<file path="src/rtl/tier_arb_pkg.sv">
package tier_arb_pkg;
  function automatic int wrap_add(input int a, input int b, input int m);
    int s;
    s = a + b;
    return (s >= m) ? s - m : s;
  endfunction
endpackage

</file>
<file path="src/rtl/rr_pick.sv">
module rr_pick
  import tier_arb_pkg::*;
#(
  parameter int W  = 6,
  parameter int PW = $clog2(W)
) (
  input  logic [W-1:0]  vec_i,
  input  logic [PW-1:0] ptr_i,
  output logic          valid_o,
  output logic [PW-1:0] idx_o
);
  // descending scan: last hit written is the nearest at or after ptr
  always_comb begin
    valid_o = 1'b0;
    idx_o   = '0;
    for (int k = W - 1; k >= 0; k--) begin
      int p;
      p = wrap_add(int'(ptr_i), k, W);
      if (vec_i[p]) begin
        valid_o = 1'b1;
        idx_o   = PW'(p);
      end
    end
  end
endmodule

</file>
<file path="src/rtl/tier_state.sv">
module tier_state
  import tier_arb_pkg::*;
#(
  parameter int N   = 5,
  parameter int HPW = $clog2(N + 1),
  parameter int LPW = $clog2(N)
) (
  input  logic           clk_i,
  input  logic           rst_ni,
  input  logic           used_i,
  input  logic           via_lo_i,
  input  logic [LPW-1:0] idx_i,
  output logic [HPW-1:0] hi_ptr_o,
  output logic [LPW-1:0] lo_ptr_o
);
  logic [HPW-1:0] hi_ptr_q;
  logic [LPW-1:0] lo_ptr_q;

  // next pointers are exported so the pick in this cycle already sees the advance
  always_comb begin
    hi_ptr_o = hi_ptr_q;
    lo_ptr_o = lo_ptr_q;
    if (used_i) begin
      if (via_lo_i) begin
        hi_ptr_o = '0;
        lo_ptr_o = LPW'(wrap_add(int'(idx_i), 1, N));
      end else begin
        hi_ptr_o = HPW'(int'(idx_i) + 1);
      end
    end
  end

  always_ff @(posedge clk_i or negedge rst_ni) begin
    if (!rst_ni) begin
      hi_ptr_q <= '0;
      lo_ptr_q <= '0;
    end else begin
      hi_ptr_q <= hi_ptr_o;
      lo_ptr_q <= lo_ptr_o;
    end
  end

  p_ptr_hold_r9: assert property (@(posedge clk_i) disable iff (!rst_ni)
    !used_i |=> ($stable(hi_ptr_q) && $stable(lo_ptr_q)));
endmodule

</file>
<file path="src/rtl/tier_rr_arbiter.sv">
module tier_rr_arbiter #(
  parameter int N = 5
) (
  input  logic         clk_i,
  input  logic         rst_ni,
  input  logic [N-1:0] req_i,
  input  logic [N-1:0] hi_grp_i,
  input  logic         bus_idle_i,
  input  logic         start_i,
  output logic [N-1:0] gnt_o
);
  localparam int HW  = N + 1;  // high positions plus one low-tier slot
  localparam int HPW = $clog2(HW);
  localparam int LPW = $clog2(N);

  logic [N-1:0]   gnt_q, gnt_d;
  logic           via_lo_q, via_lo_d;
  logic [HW-1:0]  hi_vec;
  logic [N-1:0]   lo_vec;
  logic [LPW-1:0] gnt_idx;
  logic           used;
  logic [HPW-1:0] hi_ptr, hi_idx;
  logic [LPW-1:0] lo_ptr, lo_idx;
  logic           hi_v, lo_v;

  assign lo_vec = req_i & ~hi_grp_i;

  for (genvar i = 0; i < N; i++) begin : g_hi
    assign hi_vec[i] = req_i[i] & hi_grp_i[i];
  end
  assign hi_vec[N] = |lo_vec;

  always_comb begin
    gnt_idx = '0;
    for (int i = 0; i < N; i++) begin
      if (gnt_q[i]) gnt_idx = LPW'(i);
    end
  end

  assign used = start_i & bus_idle_i & (|gnt_q);

  tier_state #(.N(N), .HPW(HPW), .LPW(LPW)) u_state (
    .clk_i    (clk_i),
    .rst_ni   (rst_ni),
    .used_i   (used),
    .via_lo_i (via_lo_q),
    .idx_i    (gnt_idx),
    .hi_ptr_o (hi_ptr),
    .lo_ptr_o (lo_ptr)
  );

  rr_pick #(.W(HW), .PW(HPW)) u_hi_pick (
    .vec_i   (hi_vec),
    .ptr_i   (hi_ptr),
    .valid_o (hi_v),
    .idx_o   (hi_idx)
  );

  rr_pick #(.W(N), .PW(LPW)) u_lo_pick (
    .vec_i   (lo_vec),
    .ptr_i   (lo_ptr),
    .valid_o (lo_v),
    .idx_o   (lo_idx)
  );

  always_comb begin
    gnt_d    = '0;
    via_lo_d = 1'b0;
    if (hi_v) begin
      if (int'(hi_idx) == N) begin
        gnt_d[lo_idx] = lo_v;
        via_lo_d      = 1'b1;
      end else begin
        gnt_d[LPW'(hi_idx)] = 1'b1;
      end
    end
  end

  always_ff @(posedge clk_i or negedge rst_ni) begin
    if (!rst_ni) begin
      gnt_q    <= '0;
      via_lo_q <= 1'b0;
    end else begin
      gnt_q    <= gnt_d;
      via_lo_q <= via_lo_d;
    end
  end

  assign gnt_o = gnt_q;

  p_gnt_onehot_r2: assert property (@(posedge clk_i) disable iff (!rst_ni)
    $onehot0(gnt_o));
  p_gnt_to_req_r2: assert property (@(posedge clk_i) disable iff (!rst_ni)
    (|gnt_o) |-> (|(gnt_o & $past(req_i))));
  p_idle_no_gnt_r10: assert property (@(posedge clk_i) disable iff (!rst_ni)
    (req_i == '0) |=> (gnt_o == '0));
  p_lo_tier_gnt_r4: assert property (@(posedge clk_i) disable iff (!rst_ni)
    (|(gnt_o & ~$past(hi_grp_i))) |-> (|$past(req_i & ~hi_grp_i)));
endmodule

</file>
<file path="config.mk">
export PLATFORM = sky130hd
export DESIGN_NAME = tier_rr_arbiter
export DESIGN_NICKNAME = d
export VERILOG_FILES = /design/src/rtl/tier_arb_pkg.sv /design/src/rtl/rr_pick.sv /design/src/rtl/tier_state.sv /design/src/rtl/tier_rr_arbiter.sv
export SDC_FILE = /design/constraint.sdc
export NUM_CORES = 1
export LEC_CHECK = 0
export ABC_AREA = 1
export ABC_CLOCK_PERIOD_IN_PS = 8900
export BUFFER_PORTS_ARGS = -buffer_cell sky130_fd_sc_hd__buf_2
export CAP_MARGIN = 10
export CORE_ASPECT_RATIO = 1.2
export CORE_MARGIN = 2
export CORE_UTILIZATION = 40
export DETAILED_ROUTE_END_ITERATION = 8
export MAX_ROUTING_LAYER = met4
export REMOVE_ABC_BUFFERS = 1
export SYNTH_ARGS = -nofsm -noshare
export SYNTH_HDL_FRONTEND = slang
export SYNTH_SLANG_ARGS = --single-unit
</file>
<file path="constraint.sdc">
create_clock -name clk_i -period 8.9 [get_ports clk_i]
set_input_delay 1.335 -clock clk_i [delete_from_list [all_inputs] [get_ports clk_i]]
set_output_delay 1.335 -clock clk_i [all_outputs]
set_load 0.01 [all_outputs]
</file>
==> results.md <==
- Startpoint Class: input pin
- Commonest non-fill, non-tap cell in the layout: nand2_1
- First-pass GRT wire length: approximately 11 mm
- CP peak stage delay: between 0.6 and 0.7 ns
- Average size of a mapped cell: 5.950 um^2
- # resized after CTS: 0
- DP Area: 0.002771 mm^2
- Die area: 0.007180 mm^2
- Outcome: complete, no violations
- N_diodes: 0
- Post-synth EDFFs: 0
- FF+latch area: roughly 300 um^2
- Worst Tran Pin Value: approximately 0.86 ns
- Die width: between 70 and 80 um
- Clock buffer depth: 2
- Vias in the first global route: between 2,000 and 3,000
- Cells after synthesis: approximately 440
- Antenna violations before repair: 0
- Post-route setup TNS: 0 ns
- Setup crit end kind: flop
- CTS tree: built
- Yosys warns: 0
- Slew margin rel.: 41.76%
- CTS clk-pin slew, worst paths: roughly 0.05 ns
- Core area: ~0.0064 mm^2
- Final Skew: 0.001308 ns
- Pin count of the biggest net entering global routing: 15
- Register area share after synthesis: between 10% and 20%
- Period utilization: a little over half
- I/O Pins: 19
- Critical path class: input pin to flop
- DR iter-0 viols: 99
- 1st-pass router iterations: 4
- Die Span Y: approximately 90 um
- Clk root buf: clkbuf_8
- Async S/R FF share, synth: 100.0%
- Total track usage: about a fifth
- DRT antenna net count: 0
- RSZ-0062 raised after global routing: no
- CP cell instances: buf_2 -> nand2_1 -> inv_2 -> nand2_8 -> inv_6 -> o21ai_0 -> inv_1 -> ha_1 -> inv_1 -> or2_2 -> nand3_2 -> nand3_1 -> nand2_1 -> nand4_1 -> nand2_1 -> nand2_1 -> nand3_2 -> nand2_2 -> a21oi_4 -> nand3_4 -> o22ai_1
- Distinct cells, synth: 33
- Buf+Inv Stages, Crit Path: 5
- Worst Hold Class: flop to flop
- DRC viols: 0
- Crit path DAT: 4.80 ns
- Min Hold Slack: a little over 0.6 ns
- Num Clock Sinks: 12
- Hold_buf cts: 0
- Critical Path Fanout Max: 7
- Vias: between 2,000 and 3,000
- Wire length per cell: around 12 um
- Clock Latency Late Sink: around 0.23 ns
- Design area: 0.002813 mm^2
- Buffers on Ports: 18
- Post-DP HPWL: between 5 and 6 mm
- Final setup fails: 0
- Area growth, synth to finish: 7.921%
- Worst Path Required: 9.03 ns
- Rows: 32
- Cell family with most CP delay: simple AND/OR/NAND/NOR gates
- Crit-path slowest cell: o21ai_0
- Initial core utilization: around 41%
- Commonest cells after routing, fill and taps aside: 127 x nand2_1, 72 x nand3_1, 66 x inv_1
- Flops & latches, synth: 12
- Final Wtd Congestion: roughly 0.93
- CP dominant cell by count: nand2_1
- Htree depth: 1
- Filler cell count: 682
- Ys flop type: dfrtp_1
- Slew Viols, Final: 0
- Post-CTS Setup Bufs: 0
- FMAX: 0.2144 GHz
- Global route overflow: 0
- # Max-Cap Violations: 0
- Endpoints failing hold: 0
- Cell Area, Synth: 0.002606 mm^2
- Final wirelength: between 6 and 7 mm
- Area occupied by multi-input gates: ~0.002 mm^2
- Nets: 494
- Fin crit period: roughly 4.7 ns
- Routed vias/inst: approximately 4.9
- CTS Buf Count: 3
- Layout cells sized above 1: 18.82%
-- stage by stage --
stage / setup WS [ns] / instances / util [%]
after global placement: 4.013 / 539 / 43.53
final: 4.237 / 542 / 44.18
after global routing: 3.813 / 542 / 44.18
after detailed placement: 3.996 / 539 / 43.53
after CTS: 4.229 / 542 / 44.18
after floorplan: 4.627 / 436 / -
-- worst register-to-register path, cell delays in order (launching register included) --
cell	delay (ns)
dfrtp_1	0.44
nor2_4	0.19
nand3_4	0.13
nand2_8	0.14
inv_6	0.05
o21ai_0	0.67
inv_1	0.28
ha_1	0.38
inv_1	0.06
or2_2	0.28
nand3_2	0.09
nand3_1	0.10
nand2_1	0.12
nand4_1	0.17
nand2_1	0.17
nand2_1	0.07
nand3_2	0.07
nand2_2	0.06
a21oi_4	0.22
nand3_4	0.13
o22ai_1	0.18
-- registers in the layout, indices dropped and copies added, names as in the netlist --
register and flops:
gnt_o 5, u_state.hi_ptr_q 3, u_state.lo_ptr_q 3, via_lo_q 1
-- kinds of logic (layout without fill, tap and decap cells) --
kind of cell,after synthesis,in the layout,share of synthesized area [%]
compound gates,45,45,10.56
fa+ha+maj,21,21,10.37
buf+inv,77,96,12.19
flops,12,12,11.52
simple gates,283,283,55.35
-- path summary, 6_finish.rpt --
check	from	to	slack [ns]	cells after the start
min in group asynchronous	rst_ni	u_state.lo_ptr_q[0]	0.97	1
worst max register to register	gnt_o[4]	gnt_o[3]	4.81	20
worst min-delay path	u_state.hi_ptr_q[2]	u_state.hi_ptr_q[2]	0.62	2
worst min register to register	u_state.hi_ptr_q[2]	u_state.hi_ptr_q[2]	0.62	2
max in group asynchronous	rst_ni	u_state.hi_ptr_q[1]	7.72	1
worst max-delay path	start_i	gnt_o[3]	4.24	21
-- layer usage --
layer / GRT usage, % / routed length, um
met4: 5.208 / 111
met3: 0.5848 / 131
met5: - / 0
met1: 23.32 / 2905
met2: 36.28 / 3425
-- cell type report --
class	count	area share (%)
sequential	12	10.68
inverter	75	10.19
timing repair buffer	18	3.203
multi-input combinational	349	70.69
clock buffer	3	1.468
tap	85	3.781
-- synth_stat cells, types with 2 or more instances --
| cell | count | share of area (%) |
|---|---|---|
| nand3b_1 | 2 | 0.58 |
| nand2_8 | 2 | 1.5 |
| o21bai_1 | 3 | 0.86 |
| inv_2 | 8 | 1.2 |
| nor3_1 | 4 | 0.77 |
| a21oi_1 | 13 | 2.5 |
| nand2_2 | 22 | 5.3 |
| nand2_4 | 10 | 4.3 |
| o21ai_2 | 4 | 1.3 |
| nand3_2 | 6 | 2.3 |
| o21ai_0 | 13 | 2.5 |
| o21ai_1 | 5 | 0.96 |
| nand3_4 | 3 | 2.0 |
| nand2_1 | 127 | 18 |
| nand3_1 | 72 | 14 |
| nor2_1 | 25 | 3.6 |
| o22ai_1 | 3 | 0.72 |
| inv_1 | 66 | 9.5 |
| ha_1 | 20 | 9.6 |
| dfrtp_1 | 12 | 12 |
| nand4_1 | 4 | 0.96 |
| or2_2 | 2 | 0.48 |
| nor2_2 | 2 | 0.48 |
Power is left out: the tool's default activity adds up to more than one toggle a clock period on the data nets, which glitch-free logic cannot reach.
